==> src/rtl/xlate_pkg.sv <==
package xlate_pkg;

  localparam int PTE_W = 16;

  // protection word bit positions
  localparam int B_VALID = 0;
  localparam int B_ROK   = 1;
  localparam int B_WOK   = 2;
  localparam int B_XOK   = 3;
  localparam int B_RE0   = 8;
  localparam int B_WE0   = 12;

  localparam logic [PTE_W-1:0] PERMIT_MASK = 16'h000E;
  localparam logic [PTE_W-1:0] SPECIAL_MASK = 16'h000F;

  typedef enum logic [2:0] {
    FLT_NONE = 3'd0,
    FLT_BVA  = 3'd1,
    FLT_ACV  = 3'd2,
    FLT_TBM  = 3'd3,
    FLT_FOX  = 3'd4,
    FLT_TNV  = 3'd5
  } fault_e;

  typedef enum logic [1:0] {
    TAG_NONE  = 2'd0,
    TAG_READ  = 2'd1,
    TAG_WRITE = 2'd2,
    TAG_EXEC  = 2'd3
  } tag_e;

  // bits a request needs to find set in the protection word
  function automatic logic [PTE_W-1:0] need_mask(input logic [1:0] mode,
                                                  input logic instr,
                                                  input logic wr);
    logic [PTE_W-1:0] m;
    m = '0;
    m[B_VALID] = 1'b1;
    if (instr) begin
      m[B_XOK] = 1'b1;
      m[B_RE0 + int'(mode)] = 1'b1;
    end else if (wr) begin
      m[B_WOK] = 1'b1;
      m[B_WE0 + int'(mode)] = 1'b1;
    end else begin
      m[B_ROK] = 1'b1;
      m[B_RE0 + int'(mode)] = 1'b1;
    end
    return m;
  endfunction

  // priority: mode enable, then permit flags, then valid
  function automatic fault_e classify(input logic [PTE_W-1:0] missing);
    if ((missing & ~SPECIAL_MASK) != '0) return FLT_ACV;
    if ((missing & PERMIT_MASK) != '0)   return FLT_FOX;
    if (missing[B_VALID])                return FLT_TNV;
    return FLT_NONE;
  endfunction

  function automatic tag_e stream_tag(input logic instr, input logic wr);
    if (instr) return TAG_EXEC;
    return wr ? TAG_WRITE : TAG_READ;
  endfunction

endpackage

==> src/rtl/xlate_va_decode.sv <==
module xlate_va_decode #(
  parameter int VA_W     = 64,
  parameter int IMPL_W   = 43,
  parameter int SP32_KEEP = 30,
  parameter int SP43_SEL = 2
) (
  input  logic [VA_W-1:0]   va,
  input  logic              sp43_en,
  input  logic              sp32_en,
  output logic              sext_ok,
  output logic              sp43_hit,
  output logic              sp32_hit,
  output logic [IMPL_W-1:0] sp_pa
);
  localparam int SEXT_W  = VA_W - IMPL_W;
  localparam int SP32_FW = IMPL_W - SP32_KEEP;
  localparam logic [SP32_FW-1:0] SP32_SEL = {{(SP32_FW-1){1'b1}}, 1'b0};

  logic [SEXT_W-1:0]  sext_field;
  logic [1:0]         sp43_field;
  logic [SP32_FW-1:0] sp32_field;

  assign sext_field = va[VA_W-1:IMPL_W];
  assign sp43_field = va[IMPL_W-1:IMPL_W-2];
  assign sp32_field = va[IMPL_W-1:SP32_KEEP];

  assign sext_ok  = (sext_field == '0) || (sext_field == '1);
  assign sp43_hit = sp43_en && (sp43_field == 2'(SP43_SEL));
  assign sp32_hit = sp32_en && (sp32_field == SP32_SEL);

  // 43-bit window checked first
  always_comb begin
    if (sp43_hit) sp_pa = va[IMPL_W-1:0];
    else          sp_pa = {{SP32_FW{1'b0}}, va[SP32_KEEP-1:0]};
  end
endmodule

==> src/rtl/xlate_perm_check.sv <==
module xlate_perm_check
  import xlate_pkg::*;
(
  input  logic [1:0]       mode,
  input  logic             instr,
  input  logic             wr,
  input  logic [PTE_W-1:0] pte,
  output logic [PTE_W-1:0] need_bits,
  output logic [PTE_W-1:0] miss_bits,
  output fault_e           perm_fault
);
  assign need_bits  = need_mask(mode, instr, wr);
  assign miss_bits  = need_bits & ~pte;
  assign perm_fault = classify(miss_bits);
endmodule

==> src/rtl/xlate_unit.sv <==
module xlate_unit
  import xlate_pkg::*;
#(
  parameter int VA_W      = 64,
  parameter int IMPL_W    = 43,
  parameter int PG_W      = 13,
  parameter int SP32_KEEP = 30
) (
  input  logic                 clk,
  input  logic                 rst_n,
  input  logic                 req_valid,
  input  logic [VA_W-1:0]      req_va,
  input  logic                 req_instr,
  input  logic                 req_write,
  input  logic [1:0]           req_mode,
  input  logic                 sp43_en,
  input  logic                 sp32_en,
  input  logic                 tlb_hit,
  input  logic [IMPL_W-PG_W-1:0] tlb_pfn,
  input  logic [15:0]          tlb_pte,
  output logic                 rsp_valid,
  output logic [IMPL_W-1:0]    rsp_pa,
  output logic [2:0]           rsp_fault,
  output logic [1:0]           rsp_tag
);
  localparam logic [1:0] MODE_KERNEL = 2'd0;

  logic              sext_ok, sp43_hit, sp32_hit, sp_any;
  logic [IMPL_W-1:0] sp_pa, tlb_pa;
  logic [PTE_W-1:0]  need_bits, miss_bits;
  fault_e            perm_fault, nxt_fault;
  logic [IMPL_W-1:0] nxt_pa;

  xlate_va_decode #(
    .VA_W(VA_W), .IMPL_W(IMPL_W), .SP32_KEEP(SP32_KEEP), .SP43_SEL(2)
  ) u_dec (
    .va(req_va), .sp43_en(sp43_en), .sp32_en(sp32_en),
    .sext_ok(sext_ok), .sp43_hit(sp43_hit), .sp32_hit(sp32_hit), .sp_pa(sp_pa)
  );

  xlate_perm_check u_perm (
    .mode(req_mode), .instr(req_instr), .wr(req_write), .pte(tlb_pte),
    .need_bits(need_bits), .miss_bits(miss_bits), .perm_fault(perm_fault)
  );

  assign sp_any = sp43_hit || sp32_hit;
  assign tlb_pa = {tlb_pfn, req_va[PG_W-1:0]};

  always_comb begin
    nxt_fault = FLT_NONE;
    nxt_pa    = '0;
    if (!sext_ok) begin
      nxt_fault = FLT_BVA;
    end else if (sp_any) begin
      if (req_mode != MODE_KERNEL) nxt_fault = FLT_ACV;
      else                         nxt_pa = sp_pa;
    end else if (!tlb_hit) begin
      nxt_fault = FLT_TBM;
    end else if (perm_fault != FLT_NONE) begin
      nxt_fault = perm_fault;
    end else begin
      nxt_pa = tlb_pa;
    end
  end

  always_ff @(posedge clk or negedge rst_n) begin
    if (!rst_n) begin
      rsp_valid <= 1'b0;
      rsp_pa    <= '0;
      rsp_fault <= '0;
      rsp_tag   <= '0;
    end else begin
      rsp_valid <= req_valid;
      if (req_valid) begin
        rsp_pa    <= nxt_pa;
        rsp_fault <= nxt_fault;
        rsp_tag   <= (nxt_fault == FLT_NONE) ? TAG_NONE
                                             : stream_tag(req_instr, req_write);
      end else begin
        rsp_pa    <= '0;
        rsp_fault <= '0;
        rsp_tag   <= '0;
      end
    end
  end
endmodule

==> config.mk <==
export PLATFORM = sky130hd
export DESIGN_NAME = xlate_unit
export DESIGN_NICKNAME = d
export VERILOG_FILES = /design/src/rtl/xlate_pkg.sv /design/src/rtl/xlate_va_decode.sv /design/src/rtl/xlate_perm_check.sv /design/src/rtl/xlate_unit.sv
export SDC_FILE = /design/constraint.sdc
export NUM_CORES = 1
export LEC_CHECK = 0
export ABC_AREA = 1
export ABC_CLOCK_PERIOD_IN_PS = 800
export BUFFER_PORTS_ARGS = -buffer_cell sky130_fd_sc_hd__buf_2
export CORE_AREA = 4 4 81 83
export DETAILED_ROUTE_END_ITERATION = 12
export DIE_AREA = 0 0 85 87
export PLACE_DENSITY = 0.85
export SLEW_MARGIN = 10
export SYNTH_ARGS = -nofsm -noshare
export SYNTH_HDL_FRONTEND = slang
export SYNTH_SLANG_ARGS = --single-unit
==> constraint.sdc <==
create_clock -name clk -period 0.8 [get_ports clk]
set_input_delay 0.04 -clock clk [delete_from_list [all_inputs] [get_ports clk]]
set_output_delay 0.04 -clock clk [all_outputs]
set_load 0.05 [all_outputs]
### Yosys cells after proc, flatten, opt, wreduce, memory -nomap -nowiden

Cells that the tools add are included.

| word-level totals | value |
|---|---|
| latch bits | 0 |
| memory bits (writable) | 0 |
| ROM bits | 0 |
| logic and storage cells | 65 |
| memories kept | 0 |
| flip-flop bits (word level) | 49 |

| cells by class | value |
|---|---|
| shift-type cells | 0 |
| multiplexer cells | 38 |
| order comparisons | 4 |
| bitwise logic cells | 2 |
| divide/modulo/power cells | 0 |
| add/subtract/negate cells | 2 |
| multipliers | 0 |
| reductions and logical operators | 12 |
| equal/unequal tests | 3 |

Operator list:

| cell | number |
|---|---|
| $mux W43 | 7 |
| $mux W3 | 11 |
| $ge A32 B1 Y1 const B | 1 |
| $lt A32 B6 Y1 const B | 1 |
| $mux W16 | 2 |
| $reduce_bool A16 Y1 | 2 |
| $eq A21 B21 Y1 const B | 1 |
| $logic_not A21 Y1 | 1 |
| $and A16 B16 Y16 | 1 |
| $not A16 Y16 | 1 |
| $eq A13 B13 Y1 const B | 1 |
| $mux W2 | 6 |
| $add A4 B2 Y5 const A | 2 |
| $mux W1 | 10 |
| $demux W1 S4 | 2 |
| $ge A5 B1 Y1 const B | 1 |
| $lt A5 B5 Y1 const B | 1 |
| $logic_and A1 B1 Y1 | 4 |
| $logic_not A3 Y1 | 1 |
| $reduce_bool A3 Y1 | 1 |
| $eq A2 B2 Y1 const B | 1 |
| $logic_or A1 B1 Y1 | 2 |
| $reduce_bool A2 Y1 | 1 |

### Depth between registers and ports, before layout

| depth | value |
|---|---|
| depth in word-level cells | 24 |
| depth in mapped cells | 14 |

### Hierarchy

Synthesis repeated with hierarchy kept, for this count alone.

| second synthesis, totals | value |
|---|---|
| cells, all modules | 401 |
| area, all modules | 2991.6 um^2 |

Modules (own cells, without submodules):

| module | cells each | instances | area each (um^2) | seq. area each (um^2) |
|---|---|---|---|---|
| xlate_unit | 221 | 1 | 2059.5 | 1226.2 |
| xlate_va_decode | 105 | 1 | 566.8 | 0.0 |
| xlate_perm_check | 75 | 1 | 365.4 | 0.0 |

### Least setup slack after synthesis

No wires, ideal clock.

| timing path | value |
|---|---|
| path type | input port to flip-flop |
| start point | input port req_va[35] |
| end point | register rsp_pa[10] |
| arrival | 1.094 ns |
| setup slack | -0.416 ns |
| required time | 0.678 ns |
| setup time | 0.122 ns |
| cell stages on the path | 8 |
| cell sequence | nand2_1 nor2_1 nand4_1 o21ai_2 nand2_1 nand3_1 buf_4 nor3b_2 |

| on the way | value |
|---|---|
| word-level cells in the longest chain between the ends | 6 |

RTL lines:

| element | RTL line | source |
|---|---|---|
| start, declared | xlate_unit.sv:12 | `input logic [VA_W-1:0] req_va,` |
| $eq A13 B13 Y1 | xlate_va_decode.sv:29 | `assign sp32_hit = sp32_en && (sp32_field == SP32_SEL);` |
| $logic_and A1 B1 Y1 | xlate_va_decode.sv:29 |  |
| $logic_or A1 B1 Y1 | xlate_unit.sv:46 | `assign sp_any = sp43_hit \|\| sp32_hit;` |
| $mux W43 | xlate_unit.sv:54 | `end else if (sp_any) begin` |
| $mux W43 | xlate_unit.sv:52 | `if (!sext_ok) begin` |
| $mux W43 | xlate_unit.sv:74 | `if (req_valid) begin` |
| end signal, assigned | xlate_unit.sv:75 | `rsp_pa <= nxt_pa;` |
| end, declared | xlate_unit.sv:22 | `output logic [IMPL_W-1:0] rsp_pa,` |

No other way between the ends.

### Worst setup path after layout

| timing path | value |
|---|---|
| start point | input port req_va[31] |
| end point | register rsp_pa[21] |

The elaborated chain is that of the path after synthesis.

==> reports/metrics.csv <==
metric,value,unit
max-slew violations,0,
routability cong.,0.778,
die height,87,um
violated checks,setup timing,
Setup crit start kind,primary input,
mux contribution to synthesized area,0,%
Routed WL,14600,um
area grow syn2layout,106,%
Final Setup Violations,97,
unrepaired setup endpoints after global routing,true,
syn nets,406,
max cap viols,0,
adder-cell area share of the yosys netlist,0,%
worst min path class,in2reg,
area fraction in compound gates after synthesis,9.89,%
largest stage delay on the critical path,0.36,ns
#FFs+latches synth,49,
Post-synth top flop,dfrtp_1,
first-pass GRT wire length,18100,um
antenna-violating nets left,0,
HPWL Detailed,6250,um
post-route cell area,0.00535,mm2
Hold Path End,rsp_pa[0],
H-Tree Depth,2,
hold depth,2,
P_leak,2.56,nW
CP max stage cell,nor4_2,
Slew @ Worst Pin,0.357,ns
relative slew slack,76.1,%
Final Net Count,644,
largest net degree at the start of global routing,50,
Setup crit start,req_va[31],
CTS buffer count,5,
Initial Util,44.3,%
synthesized area per cell,9.07,um2
CTS tree,done,
die width,85,um
Post-Syn Area,0.00259,mm2
Via density,5.92,
drt drc,0,
clk sinks,49,
routed len/inst,24.3,um
Worst Path Required,0.99,ns
Synth Area in Simple Gates,36.3,%
Placement Cell Area,0.00381,mm2
port bufs,164,
Site Rows,28,
"Reg clk slew, reported paths",0.10,ns
share of cells above drive strength 1,64.2,%
total gr overflow,0,
"top cells by area, synth","dfrtp_1 47%, nand2_1 9.0%, nor4_2 8.2%",
largest family of logic cells by synthesized area,simple AND/OR/NAND/NOR gates,
clk buf depth,2,
worst hold path startpoint,req_va[0],
crit path DAT,1.60,ns
Root Buffer,clkbuf_8,
worst setup path class,in2reg,
fraction of registers with async set/reset,100,%
Yosys top cell by area,dfrtp_1,
Layout Utilization,91.5,%
initial antenna violation count,0,
Ports,169,
Post-synth EDFFs,0,
P per Cell Area,1150,mW/mm2
PnR worst setup slack,-0.606,ns
fraction of the cycle the final worst path needs,176,%
Core Box Area,0.00585,mm2
"critical path fanouts, max",17,
Ant. Diodes,0,
post-synth top area share,47.3,%
DR vias,3550,
fmax,0.711,GHz
status,finished with violations,
Final Hold Vio Count,0,
DP Worst Slack,-0.655,ns
die area,0.00740,mm2
Cells after Synth,286,
1st-pass router iterations,6,
register area share after synthesis,47.3,%
CP Capture Type,flip-flop,
Synth cell types,24,
XOR/XNOR share of the synthesized area,0,%
starting DRC count in detailed routing,357,
Global Route Usage Sum,31.8,%
Synth warnings,0,
vias in the first global route,3449,
Worst IR Drop VDD,0.00116,V
CP Cell Sequence,buf_8 > inv_4 > nor2_4 > nand4_1 > buf_4 > o21ai_4 > buf_12 > nor2_1 > nor4_2,
Final min period,1.41,ns
## registers in the layout, indices dropped and copies added, names as in the netlist
signal / flops
rsp_fault: 3
rsp_pa: 43
rsp_tag: 2
rsp_valid: 1
## cells by family after synthesis
group,count (synthesis)
flops,49
simple gates,168
buf+inv,35
compound gates,34
## report_power, final
| group | total [W] | switching [W] | internal [W] |
|---|---|---|---|
| registers | 0.00249 | 0.00000700 | 0.00249 |
| logic | 0.00174 | 0.000892 | 0.000850 |
| clock network | 0.00193 | 0.000914 | 0.00102 |
## synth_stat cells (all sizes together) (4+ instances only)
cell,number
nand3,10
clkbuf,5
inv,21
nor3b,13
nand4,4
nand2,66
nor2,53
a21oi,20
nor4,17
buf,9
dfrtp,49
a211oi,11
## cell usage in the layout (no fill, tap or decap), types with 5 or more instances in the layout
master and n:
buf_2 103, nor2_2 7, nand2_2 9, dlygate4sd3_1 28, nand3_1 6, buf_6 65
nor3b_2 12, nor4_2 10, a21oi_2 17, inv_1 15, nand2_1 40, buf_12 13
buf_4 25, nand2_4 17, dfrtp_1 49, nor2_4 5, clkbuf_8 6, nor4_4 7
a211oi_2 8, nor2_1 41
## timing repair
action / in CTS / in global routing
setup buffers: 12 / 3
hold buffers: 26 / 2
hold endpoints to repair: 71 / 2
gates resized for setup: 173 / 53
endpoints found under the setup margin: 97 / 97
pin swaps: 17 / 24
gates cloned: 4 / 4
## worst max path at each step
stage | end | slack (ns) | depth (start not counted)
after detailed placement | rsp_pa[15] | -0.65 | 9
after global routing | rsp_pa[14] | -0.64 | 10
after global placement | rsp_pa[32] | -0.55 | 9
after CTS | rsp_pa[15] | -0.26 | 9
final | rsp_pa[21] | -0.61 | 9
after floorplan | rsp_pa[23] | -0.32 | 8
## final cells by class
type                       instances  area (um2)
timing repair buffer             244        2210
multi-input combinational        203        1620
sequential                        49        1230
fill                             201         497
tap                               75        93.8
inverter                          21        88.8
clock buffer                       6        82.6
clock inverter                     2        37.5
## worst max-delay path, delay by kind of cell
family / cells / cell delay [ns]
buffers and inverters: 4 / 0.56
AOI/OAI and AO/OA: 1 / 0.16
and+or+nand+nor: 4 / 0.84
## stage by stage
step,power [W],hold WS [ns],std cells,setup TNS (ns)
detailed placement,0.00353,0.0467,541,-27.09
global route,0.00631,0.00515,600,-31.00
CTS,0.00575,0.000619,591,-12.42
floorplan,0.00298,-0.256,286,-14.03
global placement,0.00351,0.0446,541,-24.37
finish,0.00617,0.00294,600,-28.28
## metal layers
layer / vias up / share of wire, % / routed length [um] / track usage (%)
met5: - / 0 / 0 / 0
met3: 95 / 11 / 1590 / 7.19
met1: 1696 / 33 / 4820 / 34.4
met2: 334 / 48 / 7050 / 58.9
li1: 1425 / - / - / -
met4: 0 / 7.5 / 1090 / 14.2
Power figures use the tool's default switching activity.
